[src/rtl/sysmul_pkg.sv]
package sysmul_pkg;

  typedef enum logic {
    MODE_FUNC = 1'b0,
    MODE_TEST = 1'b1
  } op_mode_e;

  function automatic logic fa_sum(input logic a, input logic b, input logic c);
    return a ^ b ^ c;
  endfunction

  function automatic logic fa_carry(input logic a, input logic b, input logic c);
    return (a & b) | (a & c) | (b & c);
  endfunction

endpackage

[src/rtl/sysmul_cell.sv]
// Registered full-adder cell with its own held multiplier bit.
module sysmul_cell
  import sysmul_pkg::*;
#(
  parameter logic A_RST = 1'b0
) (
  input  logic clk_i,
  input  logic rst_ni,
  input  logic ld_i,
  input  logic r_i,
  input  logic x_i,
  input  logic s_i,
  input  logic c_i,
  output logic s_o,
  output logic c_o
);

  logic a_q;
  logic pp;

  always_ff @(posedge clk_i or negedge rst_ni) begin
    if (!rst_ni)   a_q <= A_RST;
    else if (ld_i) a_q <= r_i;
  end

  assign pp = x_i & a_q;

  always_ff @(posedge clk_i or negedge rst_ni) begin
    if (!rst_ni) begin
      s_o <= 1'b0;
      c_o <= 1'b0;
    end else begin
      s_o <= fa_sum(pp, s_i, c_i);
      c_o <= fa_carry(pp, s_i, c_i);
    end
  end

endmodule

[src/rtl/sysmul_dly.sv]
// Fixed-depth delay line, DEPTH >= 1.
module sysmul_dly #(
  parameter int W     = 1,
  parameter int DEPTH = 1
) (
  input  logic         clk_i,
  input  logic         rst_ni,
  input  logic [W-1:0] d_i,
  output logic [W-1:0] d_o
);

  logic [W-1:0] stg_q [DEPTH];

  always_ff @(posedge clk_i or negedge rst_ni) begin
    if (!rst_ni) begin
      for (int d = 0; d < DEPTH; d++) stg_q[d] <= '0;
    end else begin
      stg_q[0] <= d_i;
      for (int d = 1; d < DEPTH; d++) stg_q[d] <= stg_q[d-1];
    end
  end

  assign d_o = stg_q[DEPTH-1];

endmodule

[src/rtl/sysmul_bnd.sv]
// Boundary multiplexers: functional operand or external test pattern.
module sysmul_bnd
  import sysmul_pkg::*;
#(
  parameter int XW = 4,
  parameter int RW = 3
) (
  input  op_mode_e        mode_i,
  input  logic [XW-1:0]   mcand_i,
  input  logic [XW-1:0]   tx_i,
  input  logic [XW-1:0]   ts_i,
  input  logic [XW-1:0]   tc_i,
  input  logic [RW-2:0]   te_i,
  input  logic            tcin_i,
  output logic [XW-1:0]   bx_o,
  output logic [XW-1:0]   bs_o,
  output logic [XW-1:0]   bc_o,
  output logic [RW-2:0]   be_o,
  output logic            bcin_o
);

  always_comb begin
    unique case (mode_i)
      MODE_TEST: begin
        bx_o   = tx_i;
        bs_o   = ts_i;
        bc_o   = tc_i;
        be_o   = te_i;
        bcin_o = tcin_i;
      end
      default: begin
        bx_o   = mcand_i;
        bs_o   = '0;
        bc_o   = '0;
        be_o   = '0;
        bcin_o = 1'b0;
      end
    endcase
  end

endmodule

[src/rtl/sysmul_array.sv]
module sysmul_array
  import sysmul_pkg::*;
#(
  parameter int XW = 4,
  parameter int RW = 3
) (
  input  logic               clk_i,
  input  logic               rst_ni,
  input  logic               load_i,
  input  logic [RW-1:0]      mult_i,
  input  logic               valid_i,
  input  logic [XW-1:0]      mcand_i,
  input  logic               test_mode_i,
  input  logic [XW-1:0]      test_x_i,
  input  logic [XW-1:0]      test_s_i,
  input  logic [XW-1:0]      test_c_i,
  input  logic [RW-2:0]      test_edge_i,
  input  logic               test_cin_i,
  output logic               valid_o,
  output logic [XW+RW-1:0]   product_o
);

  localparam int PW = XW + RW;

  logic [XW-1:0] bx, bs, bc;
  logic [RW-2:0] be;
  logic          bcin;

  logic [RW-1:0][XW-1:0] s_q, c_q;
  logic [RW-2:0][XW-1:0] x_q;
  logic [RW-1:1]         edge_d;
  logic                  cin_d;
  logic [XW-1:0]         fin_a, fin_b, fin_s, fin_c;
  logic [PW-1:0]         prod_raw;
  logic [PW-1:0]         vld_q;

  sysmul_bnd #(.XW(XW), .RW(RW)) u_bnd (
    .mode_i (op_mode_e'(test_mode_i)),
    .mcand_i(mcand_i),
    .tx_i   (test_x_i),
    .ts_i   (test_s_i),
    .tc_i   (test_c_i),
    .te_i   (test_edge_i),
    .tcin_i (test_cin_i),
    .bx_o   (bx),
    .bs_o   (bs),
    .bc_o   (bc),
    .be_o   (be),
    .bcin_o (bcin)
  );

  // Carry-save rows: row j works on an operand j cycles after it entered.
  for (genvar j = 0; j < RW; j++) begin : g_row
    logic [XW-1:0] row_x, row_s, row_c;

    if (j == 0) begin : g_first
      assign row_x = bx;
      assign row_s = bs;
      assign row_c = bc;
    end else begin : g_next
      sysmul_dly #(.W(1), .DEPTH(j)) u_edge (
        .clk_i (clk_i),
        .rst_ni(rst_ni),
        .d_i   (be[j-1]),
        .d_o   (edge_d[j])
      );
      assign row_x = x_q[j-1];
      assign row_s = {edge_d[j], s_q[j-1][XW-1:1]};
      assign row_c = c_q[j-1];
    end

    if (j < RW - 1) begin : g_xfwd
      always_ff @(posedge clk_i or negedge rst_ni) begin
        if (!rst_ni) x_q[j] <= '0;
        else         x_q[j] <= row_x;
      end
    end

    for (genvar i = 0; i < XW; i++) begin : g_col
      sysmul_cell #(.A_RST(1'b0)) u_cell (
        .clk_i (clk_i),
        .rst_ni(rst_ni),
        .ld_i  (load_i),
        .r_i   (mult_i[j]),
        .x_i   (row_x[i]),
        .s_i   (row_s[i]),
        .c_i   (row_c[i]),
        .s_o   (s_q[j][i]),
        .c_o   (c_q[j][i])
      );
    end

    assign prod_raw[j] = s_q[j][0];
  end

  // Final resolve row: same cell with held bit fixed at 1, bit-pipelined ripple.
  sysmul_dly #(.W(1), .DEPTH(RW)) u_cin (
    .clk_i (clk_i),
    .rst_ni(rst_ni),
    .d_i   (bcin),
    .d_o   (cin_d)
  );

  for (genvar k = 0; k < XW; k++) begin : g_fin
    logic ripple_in;

    if (k == XW - 1) begin : g_msb
      sysmul_dly #(.W(1), .DEPTH(k)) u_skew (
        .clk_i (clk_i),
        .rst_ni(rst_ni),
        .d_i   (c_q[RW-1][k]),
        .d_o   (fin_b[k])
      );
      assign fin_a[k] = 1'b0;
    end else if (k == 0) begin : g_lsb
      assign fin_a[k] = s_q[RW-1][k+1];
      assign fin_b[k] = c_q[RW-1][k];
    end else begin : g_mid
      sysmul_dly #(.W(2), .DEPTH(k)) u_skew (
        .clk_i (clk_i),
        .rst_ni(rst_ni),
        .d_i   ({s_q[RW-1][k+1], c_q[RW-1][k]}),
        .d_o   ({fin_a[k], fin_b[k]})
      );
    end

    if (k == 0) begin : g_c0
      assign ripple_in = cin_d;
    end else begin : g_cn
      assign ripple_in = fin_c[k-1];
    end

    sysmul_cell #(.A_RST(1'b1)) u_cell (
      .clk_i (clk_i),
      .rst_ni(rst_ni),
      .ld_i  (1'b0),
      .r_i   (1'b0),
      .x_i   (fin_a[k]),
      .s_i   (fin_b[k]),
      .c_i   (ripple_in),
      .s_o   (fin_s[k]),
      .c_o   (fin_c[k])
    );

    assign prod_raw[RW+k] = fin_s[k];
  end

  // Deskew: bit b appears b+1 cycles after entry; align all to PW.
  for (genvar b = 0; b < PW; b++) begin : g_out
    if (b == PW - 1) begin : g_direct
      assign product_o[b] = prod_raw[b];
    end else begin : g_align
      sysmul_dly #(.W(1), .DEPTH(PW - 1 - b)) u_align (
        .clk_i (clk_i),
        .rst_ni(rst_ni),
        .d_i   (prod_raw[b]),
        .d_o   (product_o[b])
      );
    end
  end

  always_ff @(posedge clk_i or negedge rst_ni) begin
    if (!rst_ni) vld_q <= '0;
    else         vld_q <= {vld_q[PW-2:0], valid_i};
  end

  assign valid_o = vld_q[PW-1];

endmodule

[config.mk]
export PLATFORM = sky130hd
export DESIGN_NAME = sysmul_array
export DESIGN_NICKNAME = d
export VERILOG_FILES = /design/src/rtl/sysmul_pkg.sv /design/src/rtl/sysmul_cell.sv /design/src/rtl/sysmul_dly.sv /design/src/rtl/sysmul_bnd.sv /design/src/rtl/sysmul_array.sv
export SDC_FILE = /design/constraint.sdc
export NUM_CORES = 1
export LEC_CHECK = 0
export ABC_AREA = 1
export BUFFER_PORTS_ARGS = -buffer_cell sky130_fd_sc_hd__buf_2
export CORE_ASPECT_RATIO = 0.7
export CORE_UTILIZATION = 60
export CTS_BUF_LIST = sky130_fd_sc_hd__clkbuf_2
export CTS_CLUSTER_DIAMETER = 200
export DETAILED_ROUTE_END_ITERATION = 12
export GPL_TIMING_DRIVEN = 0
export MAX_ROUTING_LAYER = met4
export PLACE_DENSITY = 0.83
export SYNTH_ARGS = -nofsm -noshare
export SYNTH_HDL_FRONTEND = slang
export SYNTH_HIERARCHICAL = 1
export SYNTH_SLANG_ARGS = --single-unit
[constraint.sdc]
create_clock -name clk_i -period 3.1 [get_ports clk_i]
set_input_delay 0.31 -clock clk_i [delete_from_list [all_inputs] [get_ports clk_i]]
set_output_delay 0.31 -clock clk_i [all_outputs]
set_load 0.01 [all_outputs]
-- Word-level counts from Yosys, hierarchy flattened
Index checks and enable logic that the tools add are counted.
- bits in registers: 85
- bits of input ports: 27
- output and inout port bits: 8
- multiplexer cells: 5
- bitwise gates (word level): 118
- operators with widths (kind ; count):
    AND 1 bit ; 57
    XOR 1 bit ; 31
    OR 1 bit ; 30
    2-to-1 mux 4 bit ; 3
    2-to-1 mux 2 bit ; 1
    2-to-1 mux 1 bit ; 1

-- Depth between registers and ports, before layout
- depth after elaboration: 5
- depth in mapped cells: 7
- depth with buffers taken out: 6

-- Hierarchy
Netlist, hierarchy kept.
- by module, submodules not included (module ; times used ; cells each ; area an instance (um^2) ; seq. area each (um^2)):
    sysmul_cell at g_row[0].g_col[0].u_cell ... ; 12 ; 13 ; 128.9 ; 75.1
    sysmul_cell at g_fin[0].u_cell ... ; 4 ; 13 ; 130.1 ; 76.3
    sysmul_array ; 1 ; 17 ; 386.6 ; 375.4
    sysmul_dly at g_fin[3].g_msb.u_skew ... ; 3 ; 3 ; 75.1 ; 75.1
    sysmul_bnd ; 1 ; 37 ; 175.2 ; 0.0
    sysmul_dly at g_fin[1].g_mid.u_skew ... ; 3 ; 2 ; 50.0 ; 50.0
    sysmul_dly at g_out[0].g_align.u_align ; 1 ; 6 ; 150.1 ; 150.1
    sysmul_dly at g_out[1].g_align.u_align ; 1 ; 5 ; 125.1 ; 125.1
    sysmul_dly at g_fin[2].g_mid.u_skew ; 1 ; 6 ; 115.1 ; 100.1
    sysmul_dly at g_out[2].g_align.u_align ; 1 ; 4 ; 100.1 ; 100.1
    sysmul_dly at g_out[5].g_align.u_align ... ; 2 ; 1 ; 25.0 ; 25.0

-- Least setup slack after synthesis
Ideal clock, no wire load.
- path type: input to register
- start point: input test_mode_i
- end point: register g_row[0].g_col[0].u_cell.s_o
- setup time: 114 ps
- arrival time: 1192 ps
- required time: 2986 ps
- slack: 1794 ps
- stages: 7
- cell sequence: buf_6 > buf_12 > nand2_2 > inv_1 > inv_1 > fa_1 > inv_1
- elaborated cells on any way between the ends: 6
- classes of those cells: mux (3); bitwise (3)
- RTL lines (item ; line ; source):
    from (decl) ; sysmul_array.sv:13 ; input logic test_mode_i,
    2-to-1 mux 4 bit ; sysmul_bnd.sv:23 ; unique case (mode_i)
    via bs[0] ; sysmul_array.sv:25 ; logic [XW-1:0] bx, bs, bc;
    XOR 1 bit (2 in series) ; sysmul_pkg.sv:9 ; return a ^ b ^ c;
    to (signal assigned) ; sysmul_cell.sv:33 ; s_o <= fa_sum(pp, s_i, c_i);
    to (decl) ; sysmul_cell.sv:14 ; output logic s_o,
The timed path passes the listed nets, and every way through them passes these cells.
A chain may end at the register's enable or synchronous reset.

-- Worst setup path in the final report
- start point: register g_fin[3].u_cell.s_o
- end point: output product_o[6]
- RTL lines (item ; line ; source):
    from (decl) ; sysmul_cell.sv:14 ;
    from (signal assigned) ; sysmul_cell.sv:33 ;
    to (decl) ; sysmul_array.sv:20 ; output logic [XW+RW-1:0] product_o
No word-level cell between the ends.

==> impl_results.md <==
- Area occupied by multi-input gates: 708 sq um
- RSZ-0062 raised after global routing: no
- DR vias: 1,880
- Clk slew on worst S/H paths: 0.24 ns
- Register Area: about 2500 sq um
- Vias per inst: between 4 and 5
- GRT Overall Usage: 0.200
- Wl on met1: between 1.5 and 2 mm
- Final ANT Viol Nets: 0
- Final setup vio count: 0
- Chip Height: 66.0 um
- Most frequent cells in the layout: 94 x dfrtp_1, 91 x inv_1, 82 x nand2_1
- Layout cell share with drive strength beyond 1: 0.170
- Initial Utilization: 0.645
- Status: finished, final reports clean
- Worst path max stage delay: 0.41 ns
- Largest delay contributor family on the critical path: flip-flops
- Final Skew: 0.0192 ns
- Post-route cell area: 4120 sq um
- Post-CTS setup buffer count: 0
- Port Buffers: 33
- CTS sink cnt: between 90 and 100
- CP Launch Type: flop
- WL met2: 2.39 mm
- Fin. Hold Viols: 0
- Post-layout nets: 414
- Lkg Pwr: 2.33 nW
- Routed len/inst: 10.1 um
- Drt initial violations: roughly 110
- PD cells: a little under 600 nW/um^2
- Die width: 93.5 um
- Worst path cell trace: buf_4, buf_2
- Core ar.: ~5500 sq um
- Crit share post-route: 0.479
- Arrival time worst endpoint: 1.18 ns
- CTS tree: done
- Most common library cell in the layout ignoring fill and taps: dfrtp_1
- Routed wl met3: approximately 240 um
- Root buf cell: clkbuf_2
- Worst-Skew Late Latency: around 0.52 ns
- RePlAce Congestion: about 0.76
- Post-Syn Area: between 3000 and 4000 sq um
- DP HPWL: around 2.9 mm
- Kind of critical path: flop to primary output
- Post-CTS Resized: 0
- Antenna diode count: 0
- Remaining Overflow, GRT: 0
- Number of max-cap violations: 0
- Crit path capture type: primary output
- Count of pins over their slew limit: 0
- Residual DRC count: 0
- Fin Setup TNS: 0 ns
- CTS H-Tree Depth: 3
- Total CTS buffers: 9
- Largest net degree at the start of global routing: 70
- CP Buf/Inv Count: 2
- VDD IR max: 0.000384 V
- Initial antenna violation count: 0
- Worst hold margin: 0.136 ns
- Hold crit path type: primary input to flop
- I/O pin count: 35
- Crit-path slowest cell: dfrtp_1
- Vias in the first global route: 2,050
- CTS max path bufs: 2
- Mapped Cells: approximately 300
- Avg Cell Area, Syn: 11.8 sq um
- First-pass GRT wire length: 8.56 mm
- Highest routed layer: met4
- Number of fill cells: around 360
- Pre-antenna DRT Iters: 6
- Final min period: 1.49 ns
- Rows: 22
- CP max FO: 1
- Fmax: 0.673 GHz
- DP Area: about 3800 sq um
- Synth-to-layout area growth: 17.2%
- YS warnings: 6
- Die Footprint: 6170 sq um
- Worst reg-to-reg setup slack: 1.86 ns
- Final WL: 4.53 mm
- Critical Path RT: 2.79 ns
==> sequential cells by signal (all words and copies together) (netlist names), 4 cells and up <==
name / cells
g_out.g_align.u_align/stg_q: 15
g_out.g_align.u_align/d_o: 6
g_row.row_x: 8
g_fin.u_cell/a_q: 4
g_fin.g_mid.u_skew/d_o: 4
g_row.g_col.u_cell/s_o: 12
g_row.g_col.u_cell/a_q: 12
vld_q: 7
g_row.g_col.u_cell/c_o: 12
g_fin.u_cell/s_o: 4
==> worst reg2reg max path, stage by stage, from the launching register on <==
cell and delay (ns):
dfstp_2 0.59, nand2_1 0.07, fa_1 0.49, inv_1 0.04
==> power breakdown <==
part | switching (mW) | total, mW | internal [mW]
clock network | 0.384 | 0.568 | 0.185
registers | 0.0590 | 1.56 | 1.50
logic | 0.166 | 0.289 | 0.123
total | 0.609 | 2.41 | 1.80
==> path summary, 6_finish.rpt <==
kind	to	from	depth (start not counted)
max	product_o[6]	g_fin[3].u_cell/s_o$_DFF_PN0_	2
min	g_row[2].g_next.u_edge/stg_q[1]$_DFF_PN0_	test_mode_i	4
max reg2reg	g_fin[1].u_cell/s_o$_DFF_PN0_	g_fin[1].u_cell/a_q$_DFFE_PN1P_	3
min reg2reg	g_fin[3].g_msb.u_skew/d_o$_DFF_PN0_	g_fin[3].g_msb.u_skew/stg_q[1]$_DFF_PN0_	0
max in group asynchronous	g_fin[2].u_cell/a_q$_DFFE_PN1P_	rst_ni	3
min in group asynchronous	g_fin[3].u_cell/s_o$_DFF_PN0_	rst_ni	2
==> layout make-up <==
class | count | share of cell area
buffer | 5 | 0.0131
clock buffer | 9 | 0.0109
clock inverter | 7 | 0.0170
inverter | 91 | 0.0829
multi-input combinational | 116 | 0.172
sequential | 98 | 0.596
tap | 72 | 0.0219
timing repair buffer | 50 | 0.0862
==> metal layers <==
| layer | track usage | up-vias |
|---|---|---|
| met5 | - | - |
| met4 | 0.0538 | 0 |
| met3 | 0.0851 | 6 |
| met2 | 0.347 | 43 |
| met1 | 0.215 | 890 |
| li1 | - | 941 |
==> stage by stage <==
stage               total power, mW  setup slack, ns  std cells   util
floorplan                      1.73             1.79        310      -
global placement               1.82            0.851        415  0.700
detailed placement             1.86             1.71        416  0.706
CTS                            2.46             1.54        448  0.756
global route                   2.58             1.47        448  0.756
finish                         2.41             1.61        448  0.756
==> what timing repair did <==
action / CTS / global route
hold buffers: 16 / 0
hold endpoints to repair: 48 / 0
endpoints found under the setup margin: 0 / 0
No activity file was read; power rests on OpenSTA's default activity.
